--- src/rtl/subrange_pkg.sv ---
// Shared types for the subranging sequencer.
// Assumes: the phases are visited strictly in enum order after idle.
package subrange_pkg;
    typedef enum logic [1:0] {
        PH_IDLE   = 2'd0,
        PH_ZERO   = 2'd1,
        PH_COARSE = 2'd2,
        PH_FINE   = 2'd3
    } phase_e;
endpackage

--- src/rtl/therm_decode.sv ---
// Reduces a comparator thermometer vector to a saturated count of ones and
// flags a vector whose ones are not contiguous from bit 0.
// Assumes: bit 0 is the lowest tap; CODE_W bits hold the saturated count.
module therm_decode #(
    parameter int CODE_W = 4
) (
    input  logic [(2**CODE_W)-1:0] vec,
    output logic [CODE_W-1:0]      code,
    output logic                   bubble
);
    localparam int N       = 2**CODE_W;
    localparam int SUM_W   = CODE_W + 1;
    localparam int SAT_VAL = N - 1;

    logic [N-1:0]     gap;
    logic [SUM_W-1:0] ones;

    // Mark each bit that is set above a clear neighbour.
    assign gap[0] = 1'b0;
    generate
        for (genvar k = 1; k < N; k++) begin : g_gap
            assign gap[k] = vec[k] & ~vec[k-1];
        end
    endgenerate

    // Count the ones and saturate to the code range.
    always_comb begin
        ones = '0;
        for (int k = 0; k < N; k++) begin
            ones = ones + SUM_W'(vec[k]);
        end
        if (ones > SUM_W'(SAT_VAL)) code = CODE_W'(SAT_VAL);
        else                        code = ones[CODE_W-1:0];
        bubble = |gap;
    end

    // a clean, unsaturated vector decodes to its population count.
    always_comb begin
        if (!bubble && vec != '1)
            a_r7_clean_count: assert (int'(code) == $countones(vec));
    end
endmodule

--- src/rtl/phase_ctrl.sv ---
// Phase sequencer: idle -> zero -> coarse -> fine -> idle, each phase a
// parameterised number of cycles. Start is taken only in idle.
// Assumes: every phase length is at least 1.
module phase_ctrl
    import subrange_pkg::*;
#(
    parameter int ZERO_CYC   = 2,
    parameter int COARSE_CYC = 3,
    parameter int FINE_CYC   = 3
) (
    input  logic   clk,
    input  logic   rst_n,
    input  logic   start,
    output phase_e phase,
    output logic   phase_end
);
    localparam int MAX_A   = (ZERO_CYC > COARSE_CYC) ? ZERO_CYC : COARSE_CYC;
    localparam int MAX_LEN = (MAX_A > FINE_CYC) ? MAX_A : FINE_CYC;
    localparam int CNT_W   = $clog2(MAX_LEN + 1);

    logic [CNT_W-1:0] cnt;
    logic [CNT_W-1:0] len;
    phase_e           nxt;

    // Length of the current phase and the phase that follows it.
    always_comb begin
        case (phase)
            PH_ZERO:   begin len = CNT_W'(ZERO_CYC);   nxt = PH_COARSE; end
            PH_COARSE: begin len = CNT_W'(COARSE_CYC); nxt = PH_FINE;   end
            PH_FINE:   begin len = CNT_W'(FINE_CYC);   nxt = PH_IDLE;   end
            default:   begin len = CNT_W'(1);          nxt = PH_IDLE;   end
        endcase
        phase_end = (phase != PH_IDLE) && (cnt == len - CNT_W'(1));
    end

    // Phase register and in-phase cycle counter.
    always_ff @(posedge clk) begin
        if (!rst_n) begin
            phase <= PH_IDLE;
            cnt   <= '0;
        end else if (phase == PH_IDLE) begin
            cnt <= '0;
            if (start) phase <= PH_ZERO;
        end else if (phase_end) begin
            cnt   <= '0;
            phase <= nxt;
        end else begin
            cnt <= cnt + CNT_W'(1);
        end
    end

    a_r2_start_enters_zero: assert property (@(posedge clk) disable iff (!rst_n)
        (phase == PH_IDLE && start) |=> (phase == PH_ZERO));
    a_r9_busy_no_restart: assert property (@(posedge clk) disable iff (!rst_n)
        (phase == PH_COARSE) |=> (phase == PH_COARSE || phase == PH_FINE));
    a_r5_fine_then_idle: assert property (@(posedge clk) disable iff (!rst_n)
        (phase == PH_FINE && phase_end) |=> (phase == PH_IDLE));
    a_r3_count_in_range: assert property (@(posedge clk) disable iff (!rst_n)
        (phase != PH_IDLE) |-> (cnt < len));
endmodule

--- src/rtl/subrange_seq.sv ---
// Two-pass subranging conversion sequencer. One comparator bank is decoded
// on the coarse and the fine pass; the coarse code drives the residue DAC and
// the two codes form the result, loaded in one edge with a done pulse.
// Assumes: cmp_vec is settled by the last cycle of each comparison phase.
module subrange_seq
    import subrange_pkg::*;
#(
    parameter int CODE_W     = 4,
    parameter int ZERO_CYC   = 2,
    parameter int COARSE_CYC = 3,
    parameter int FINE_CYC   = 3
) (
    input  logic                  clk,
    input  logic                  rst_n,
    input  logic                  start,
    input  logic [(2**CODE_W)-1:0] cmp_vec,
    output logic                  ctl_zero,
    output logic                  ctl_hold,
    output logic                  ctl_coarse,
    output logic                  ctl_fine,
    output logic [CODE_W-1:0]     dac_word,
    output logic [2*CODE_W-1:0]   result,
    output logic                  done,
    output logic                  bubble_err
);
    phase_e            phase;
    logic              phase_end;
    logic [CODE_W-1:0] pass_code;
    logic              pass_bubble;
    logic              coarse_bubble;

    phase_ctrl #(
        .ZERO_CYC  (ZERO_CYC),
        .COARSE_CYC(COARSE_CYC),
        .FINE_CYC  (FINE_CYC)
    ) u_ctrl (
        .clk      (clk),
        .rst_n    (rst_n),
        .start    (start),
        .phase    (phase),
        .phase_end(phase_end)
    );

    therm_decode #(.CODE_W(CODE_W)) u_dec (
        .vec   (cmp_vec),
        .code  (pass_code),
        .bubble(pass_bubble)
    );

    // Phase controls towards the analog core.
    always_comb begin
        ctl_zero   = (phase == PH_ZERO);
        ctl_coarse = (phase == PH_COARSE);
        ctl_fine   = (phase == PH_FINE);
        ctl_hold   = ctl_coarse | ctl_fine;
    end

    // Coarse latch: DAC code and its bubble flag at the end of the coarse pass.
    always_ff @(posedge clk) begin
        if (!rst_n) begin
            dac_word      <= '0;
            coarse_bubble <= 1'b0;
        end else if (phase == PH_COARSE && phase_end) begin
            dac_word      <= pass_code;
            coarse_bubble <= pass_bubble;
        end
    end

    // Output latch: whole result, error flag and done pulse after the fine pass.
    always_ff @(posedge clk) begin
        if (!rst_n) begin
            result     <= '0;
            bubble_err <= 1'b0;
            done       <= 1'b0;
        end else begin
            done <= (phase == PH_FINE) && phase_end;
            if (phase == PH_FINE && phase_end) begin
                result     <= {dac_word, pass_code};
                bubble_err <= coarse_bubble | pass_bubble;
            end
        end
    end

    a_r4_dac_steady_in_fine: assert property (@(posedge clk) disable iff (!rst_n)
        ctl_fine |=> $stable(dac_word));
    a_r6_done_single: assert property (@(posedge clk) disable iff (!rst_n)
        done |=> !done);
    a_r6_acquire_at_done: assert property (@(posedge clk) disable iff (!rst_n)
        done |-> !ctl_hold);
    a_r11_result_held: assert property (@(posedge clk) disable iff (!rst_n)
        !done |-> $stable(result));
    a_r6_upper_from_dac: assert property (@(posedge clk) disable iff (!rst_n)
        done |-> (result[2*CODE_W-1:CODE_W] == dac_word));
endmodule

--- config.mk ---
export PLATFORM = sky130hd
export DESIGN_NAME = subrange_seq
export DESIGN_NICKNAME = d
export VERILOG_FILES = /design/src/rtl/subrange_pkg.sv /design/src/rtl/therm_decode.sv /design/src/rtl/phase_ctrl.sv /design/src/rtl/subrange_seq.sv
export SDC_FILE = /design/constraint.sdc
export NUM_CORES = 1
export LEC_CHECK = 0
export BUFFER_PORTS_ARGS = -buffer_cell sky130_fd_sc_hd__buf_2
export CAP_MARGIN = 20
export CORE_ASPECT_RATIO = 1.4
export CORE_MARGIN = 4
export CORE_UTILIZATION = 46
export DETAILED_ROUTE_END_ITERATION = 8
export PLACE_DENSITY = 0.75
export RECOVER_POWER = 25
export SYNTH_ARGS = -nofsm -noshare
export SYNTH_HDL_FRONTEND = slang
export SYNTH_SLANG_ARGS = --single-unit
--- constraint.sdc ---
create_clock -name clk -period 3.8 [get_ports clk]
set_input_delay 0.38 -clock clk [delete_from_list [all_inputs] [get_ports clk]]
set_output_delay 0.38 -clock clk [all_outputs]
set_load 0.01 [all_outputs]
==> results of run 1 <==
==> layer usage <==
metal	track usage [%]	vias to the layer above	wire, um
li1	-	541	-
met3	1.066	7	126
met5	0	-	0
met4	6.534	0	56
met1	17.09	540	980
met2	30.11	31	1588
==> synth_stat cells (all sizes together) <==
| master | instances |
|---|---|
| nor4 | 1 |
| nor3 | 1 |
| nand3 | 1 |
| nor4b | 2 |
| xnor2 | 1 |
| buf | 2 |
| a21oi | 1 |
| nor2b | 3 |
| o22ai | 2 |
| o31ai | 2 |
| o21a | 2 |
| a311oi | 4 |
| mux2i | 5 |
| fa | 10 |
| xor2 | 2 |
| nand2 | 2 |
| or2 | 1 |
| or3 | 1 |
| clkbuf | 1 |
| nor2 | 17 |
| inv | 26 |
| a211oi | 2 |
| dfxtp | 19 |
| and2 | 6 |
| ha | 9 |
| a31oi | 3 |
| o221ai | 2 |
| nand2b | 2 |
| o21ai | 7 |
==> stage by stage <==
step	util (%)	setup WS [ps]
3_3_place_gp	58.76	-245.7
5_1_grt	60.84	-143.2
3_5_place_dp	58.76	-338.6
4_1_cts	60.75	2.877
2_1_floorplan	-	-50.07
6_report	60.84	-22.72
==> flip-flops by register name, summed over array words and instances, names as in the netlist <==
signal	count
result	8
dac_word	4
u_ctrl.cnt	2
u_ctrl.phase	2
bubble_err	1
coarse_bubble	1
done	1
==> power breakdown <==
| part | leakage, nW | switching, W | total (W) | internal [W] |
|---|---|---|---|---|
| clock network | 0.0177 | 0.0000594 | 0.0000986 | 0.0000392 |
| logic | 0.585 | 0.000248 | 0.000467 | 0.000219 |
| registers | 0.154 | 0.0000199 | 0.000242 | 0.000223 |
| total | 0.757 | 0.000327 | 0.000808 | 0.000481 |
==> worst min-delay path by stage <==
stage / from / end / slack (ps) / cells past startpoint
3_5_place_dp: coarse_bubble / bubble_err / 460 / 2
3_3_place_gp: coarse_bubble / bubble_err / 450 / 2
5_1_grt: rst_n / u_ctrl.phase[0] / 390 / 2
2_1_floorplan: coarse_bubble / bubble_err / 430 / 2
6_report: rst_n / result[3] / 400 / 3
4_1_cts: rst_n / u_ctrl.phase[0] / 400 / 2
==> worst reg2reg max path: cells and delay by family (launching register included) <==
family        cells  cell delay (ps)
xor+xnor          1              210
fa+ha+maj         1              210
buf+inv           1              100
flops             1              400
mux               1              290
simple gates      2              860
==> timing repair <==
action                     in CTS  in global routing
buffers inserted                1                  1
gates resized for setup         4                  1
setup endpoints to repair       2                  6
==> cell type report <==
| type | count | area share, % |
|---|---|---|
| multi-input cells | 89 | 49.88 |
| flip-flops and latches | 19 | 23.66 |
| repair buffers | 45 | 15.88 |
| inverters | 26 | 6.070 |
| well taps | 36 | 2.802 |
| clock buffers | 3 | 1.401 |
| clock inverters | 1 | 0.3113 |
==> logic make-up after synthesis <==
family	after synthesis	synth area share [%]
muxes	5	3.937
buffers and inverters	29	9.251
AOI/OAI and AO/OA	25	13.68
DFF	19	29.92
adders and majority gates	19	24.61
and+or+nand+nor	37	16.54
xor gates and xnor gates	3	2.067
==> run metrics, run 1 <==
Max-slew headroom between 30 and 40%; Worst-Margin Slew between 900 and 1000 ps; Cell Pwr Density ~500 mW/mm^2; Yosys top cell by area dfxtp_1; Yosys warning count 0; Worst-Skew Late Latency roughly 290 ps; Crit path top cell by count fa_1; hold-fix buffers at CTS 0; Leak around 0.76 nW; crit path DAT between 4000 and 5000 ps; post-synthesis sequential area ratio between 20 and 30%; worst reg-to-reg path cell count 6; crit share post-route 100.6%; setup TNS -38.81 ps; r2r startpoint u_ctrl.phase[1]; placer congestion estimate 0.8298; Final setup viols 2; Final min period 3823 ps; Fin. Hold Viols 0; fraction of layout cells with a size suffix above 1 between 20 and 30%; WP buf/inv 2; outcome complete, but fails checks; die span in x about 52 um; Cells after DPL approximately 210; DR pass1 iterations 4; commonest cells after routing, fill and taps aside 27 x buf_2, 25 x inv_1, 19 x dfxtp_1, 16 x nor2_1, 9 x buf_4; crit path launch type input pin; CP Data Required Time ~4000 ps; RSZ-0062 raised after global routing yes; hold crit path type input pin to register; Tot Pwr around 0.0008 W; MaxCap Viol Count 0; NumNets Final ~220; IO Port Bufs 36; reg-to-reg slack, setup around 1600 ps; Post-DP HPWL roughly 2300 um; Crit. Startpoint cmp_vec[1]; Num CTS Buffers 3; synthesized area per cell just over 9 sq um; vias in the first global route 1116; Post-Layout Inst Area between 0.0015 and 0.002 sq mm; fin. max-slew vios 0; GRT overflow 0; FMAX 0.2616 GHz; reg2reg end result[5]; Worst Setup End Kind register; fin cells 219; VDD IR max roughly 320 uV; synthesized area ~0.0013 sq mm; global-route wire length before repair roughly 4600 um; synthesized instance count 137; initial DRC count 14; Setup WS post-layout -22.72 ps; Largest stage delay, worst path roughly 540 ps; crit path capture result[2]; CP max-delay cell fa_1; minimum hold slack around 400 ps; GRT Util Overall 15.89%; critical path peak fanout 5; Die Span Y between 70 and 80 um; Synth Register Bits 19; vias per cell just over 5; starting density of the core around half; Clock Tree Root clkbuf_4; Register Area roughly 380 sq um; Fill cells between 200 and 250; Placed Area roughly 0.0016 sq mm; Core ar. roughly 0.0026 sq mm; crit path cell chain buf_8 > ha_4 > inv_2 > fa_1 > fa_1 > fa_1 > fa_1 > fa_2 > fa_2 > nor2b_2 > o21ai_2 > o21a_1 > a211oi_2; multi-input logic area around 800 sq um; number of distinct library cells after synthesis 34; crit-path leading delay family adder cells; initial antenna violation count 0; commonest non-fill, non-tap cell in the layout buf_2; largest net degree at the start of global routing 16; DR WL/cell 12.57 um; IO Count 37; CP Depth 13; largest cells by area after synthesis dfxtp_1 30%, fa_1 16%, ha_1 8.9%; DRC errors left 0; failing checks setup timing; Detailed Route WL approximately 2800 um; row cnt 22; CTS sink count 19; Diodes inserted 0; Setup CP Type input pin to register; CTS tree built; skew final approximately 6.2 ps; Post-Syn Nets between 150 and 200; total number of vias between 1k and 1.5k; Clock transition at path regs around 110 ps; Max Root-Sink Buffers 2; H-tree depth 1; Layout area overhead 26.48%; Die ar. about 0.0037 sq mm; Yosys top cell area share approximately 30%; antenna viol nets, final 0
Note: power is estimated with default switching activity, not from simulation.
==> inputs of run 2 (changes only) <==
BUFFER_PORTS_ARGS = not set   (was -buffer_cell sky130_fd_sc_hd__buf_2)
CORE_UTILIZATION = 56   (was 46)
DONT_BUFFER_PORTS = 1   (was not set)
PLACE_DENSITY = 0.74   (was 0.75)
==> run 2 against run 1 <==
Against the previous run: global-route usage is 3.0 points higher; critical path depth is 1 lower; maximum frequency is 4.6% higher; largest cell class unchanged; highest routed layer unchanged; first-iteration DRC count is 50% lower; clock power is 5% higher; the flow now finishes without violations.
==> run metrics, run 2 (synthesis gave the netlist of run 1 again) <==
outcome complete, no violations (was complete, but fails checks); Fill cells 212 (was 242); Setup CP Type input pin to register (unchanged); Max-slew headroom 37.42% (was 37.66%); DR pass1 iterations 3 (was 4); worst reg-to-reg path cell count 6 (unchanged); critical path peak fanout 5 (unchanged); row cnt 20 (was 22); IO Count 37 (unchanged); antenna viol nets, final 0 (unchanged); Largest regs result x8, dac_word x4 (unchanged); Tot Pwr 0.0007392 W (was 0.0008084 W); die span in x 48.27 um (was 52.43 um); Post-DP HPWL 2022 um (was 2329 um); vias in the first global route 1040 (was 1116); placer congestion estimate 0.7630 (was 0.8298); fin. max-slew vios 0 (unchanged); part of the power in the clock network 14.0% (was 12.2%); Clock Tree Root clkbuf_4 (unchanged); grt peak-use layer met2 (unchanged); met2 layer usage reported by global route 33.01% (was 30.11%); commonest cells after routing, fill and taps aside 25 x inv_1, 19 x dfxtp_1, 16 x nor2_1, 8 x fa_1, 8 x ha_1 (was 27 x buf_2, 25 x inv_1, 19 x dfxtp_1, 16 x nor2_1, 9 x buf_4); CTS tree built (unchanged); r2r startpoint u_ctrl.phase[1] (unchanged); Logic pwr share 52.4% (was 57.8%); total number of vias 930 (was 1119); H-tree depth 1 (unchanged); post-CTS resize count 0 (was 4); fraction of layout cells with a size suffix above 1 11.51% (was 29.51%); Layout area overhead 5.216% (was 26.48%); Final setup viols 0 (was 2); crit path DAT 3890 ps (was 4050 ps); Reg power frac 33.6% (was 30.0%); commonest non-fill, non-tap cell in the layout inv_1 (was buf_2); FMAX 0.2735 GHz (was 0.2616 GHz); Largest Register result (unchanged); Die Span Y 64.38 um (was 70.20 um); DRC errors left 0 (unchanged); Detailed Route WL 2364 um (was 2752 um); hold-fix buffers at CTS 0 (unchanged); minimum hold slack 186.2 ps (was 399.7 ps); MaxCap Viol Count 0 (unchanged); CP Data Required Time 4030 ps (was 4020 ps); Fin. Hold Viols 0 (unchanged); crit path capture dac_word[2] (was result[2]); Worst Setup End Kind register (unchanged); Diodes inserted 0 (unchanged); Largest register FFs 8 (unchanged); met3 usage 5.352% (was 1.066%); routing usage on met1 18.26% (was 17.09%); starting density of the core 58.39% (was 48.11%); VDD IR max 230.8 uV (was 323.6 uV); Cell Pwr Density 552.7 mW/mm^2 (was 502.8 mW/mm^2); switching power 0.0003025 W (was 0.0003272 W); crit path launch type input pin (unchanged); GRT Util Overall 18.90% (was 15.89%); CTS sink count 19 (unchanged); reg2reg end result[4] (was result[5]); Clock transition at path regs 110 ps (about the same); DR WL/cell 14.68 um (was 12.57 um); NumNets Final 178 (was 222); skew final 3.619 ps (was 6.235 ps); GRT overflow 0 (unchanged); Die ar. 0.003107 sq mm (was 0.003681 sq mm); reg-to-reg slack, setup 1550 ps (was 1630 ps); global-route wire length before repair 4215 um (was 4616 um); vias per cell 5.776 (was 5.110); IO Port Bufs 0 (was 36); Core ar. 0.002177 sq mm (was 0.002643 sq mm); Crit. Startpoint cmp_vec[1] (unchanged); Final min period 3656 ps (was 3823 ps); Leak 0.5726 nW (was 0.7568 nW); RSZ-0062 raised after global routing no (was yes); Max Root-Sink Buffers 2 (unchanged); Worst-Skew Late Latency 310 ps (was 290 ps); sw frac 40.92% (was 40.48%); crit share post-route 96.20% (was 100.6%); initial antenna violation count 0 (unchanged); Num CTS Buffers 3 (unchanged); largest net degree at the start of global routing 16 (unchanged); postcts setup bufs 0 (was 1); Worst-Margin Slew 934.8 ps (was 932.7 ps); hold crit path type input pin to register (unchanged); initial DRC count 7 (was 14); Internal 0.0004367 W (was 0.0004812 W)
run 2: worst min-delay path by stage:
| stage | to | cells past startpoint | from |
|---|---|---|---|
| after floorplan | bubble_err | 2 | coarse_bubble |
| after global placement | bubble_err | 2 | coarse_bubble |
| after detailed placement | u_ctrl.cnt[0] | 1 | u_ctrl.cnt[0] |
| after CTS | u_ctrl.phase[0] | 1 | rst_n |
| after global routing | u_ctrl.phase[0] | 1 | rst_n |
| final | u_ctrl.phase[0] | 1 | rst_n |
run 2: power groups by stage:
stage	logic (W)	clock network (W)	registers (W)
CTS	0.000396	0.000107	0.000249
floorplan	0.000319	0	0.000248
finish	0.000387	0.000104	0.000248
global route	0.000448	0.000116	0.000252
global placement	0.000371	0	0.000251
detailed placement	0.000394	0	0.000254
run 2: worst max-delay path, stage by stage:
cell and delay (ps):
ha_4 240, inv_2 30, fa_1 490, fa_1 430
fa_1 530, fa_1 430, fa_2 370, fa_2 370
nor2b_2 150, o21ai_2 100, o21a_1 140, a211oi_1 220
run 2: cell type report:
| cell class | instances | area (sq um) | area share [%] |
|---|---|---|---|
| Multi-Input combinational cell | 89 | 797.0 | 59.59 |
| Sequential cell | 19 | 380.4 | 28.44 |
| Inverter | 26 | 97.59 | 7.297 |
| Tap cell | 22 | 27.53 | 2.058 |
| Clock buffer | 3 | 22.52 | 1.684 |
| Timing Repair Buffer | 1 | 7.507 | 0.5613 |
| Clock inverter | 1 | 5.005 | 0.3742 |
run 2: per-stage QoR:
stage,cells,setup slack (ps),utilization (%),area [sq um],TNS [ps]
final,161,144.2,61.44,1338,0
after floorplan,137,-50.07,-,1295,-82.64
after global routing,161,12.84,61.44,1338,0
after detailed placement,157,-178.2,60.17,1310,-787.7
after global placement,157,-110.0,60.17,1310,-293.8
after CTS,161,147.2,61.44,1338,0
run 2: metal layers:
layer  up-vias  wire [um]  share of wire, %
met2        29       1279                54
met1       440        840                36
met4         0         71               3.0
li1        456          -                 -
met3         5        172               7.3
met5         -          0                 0
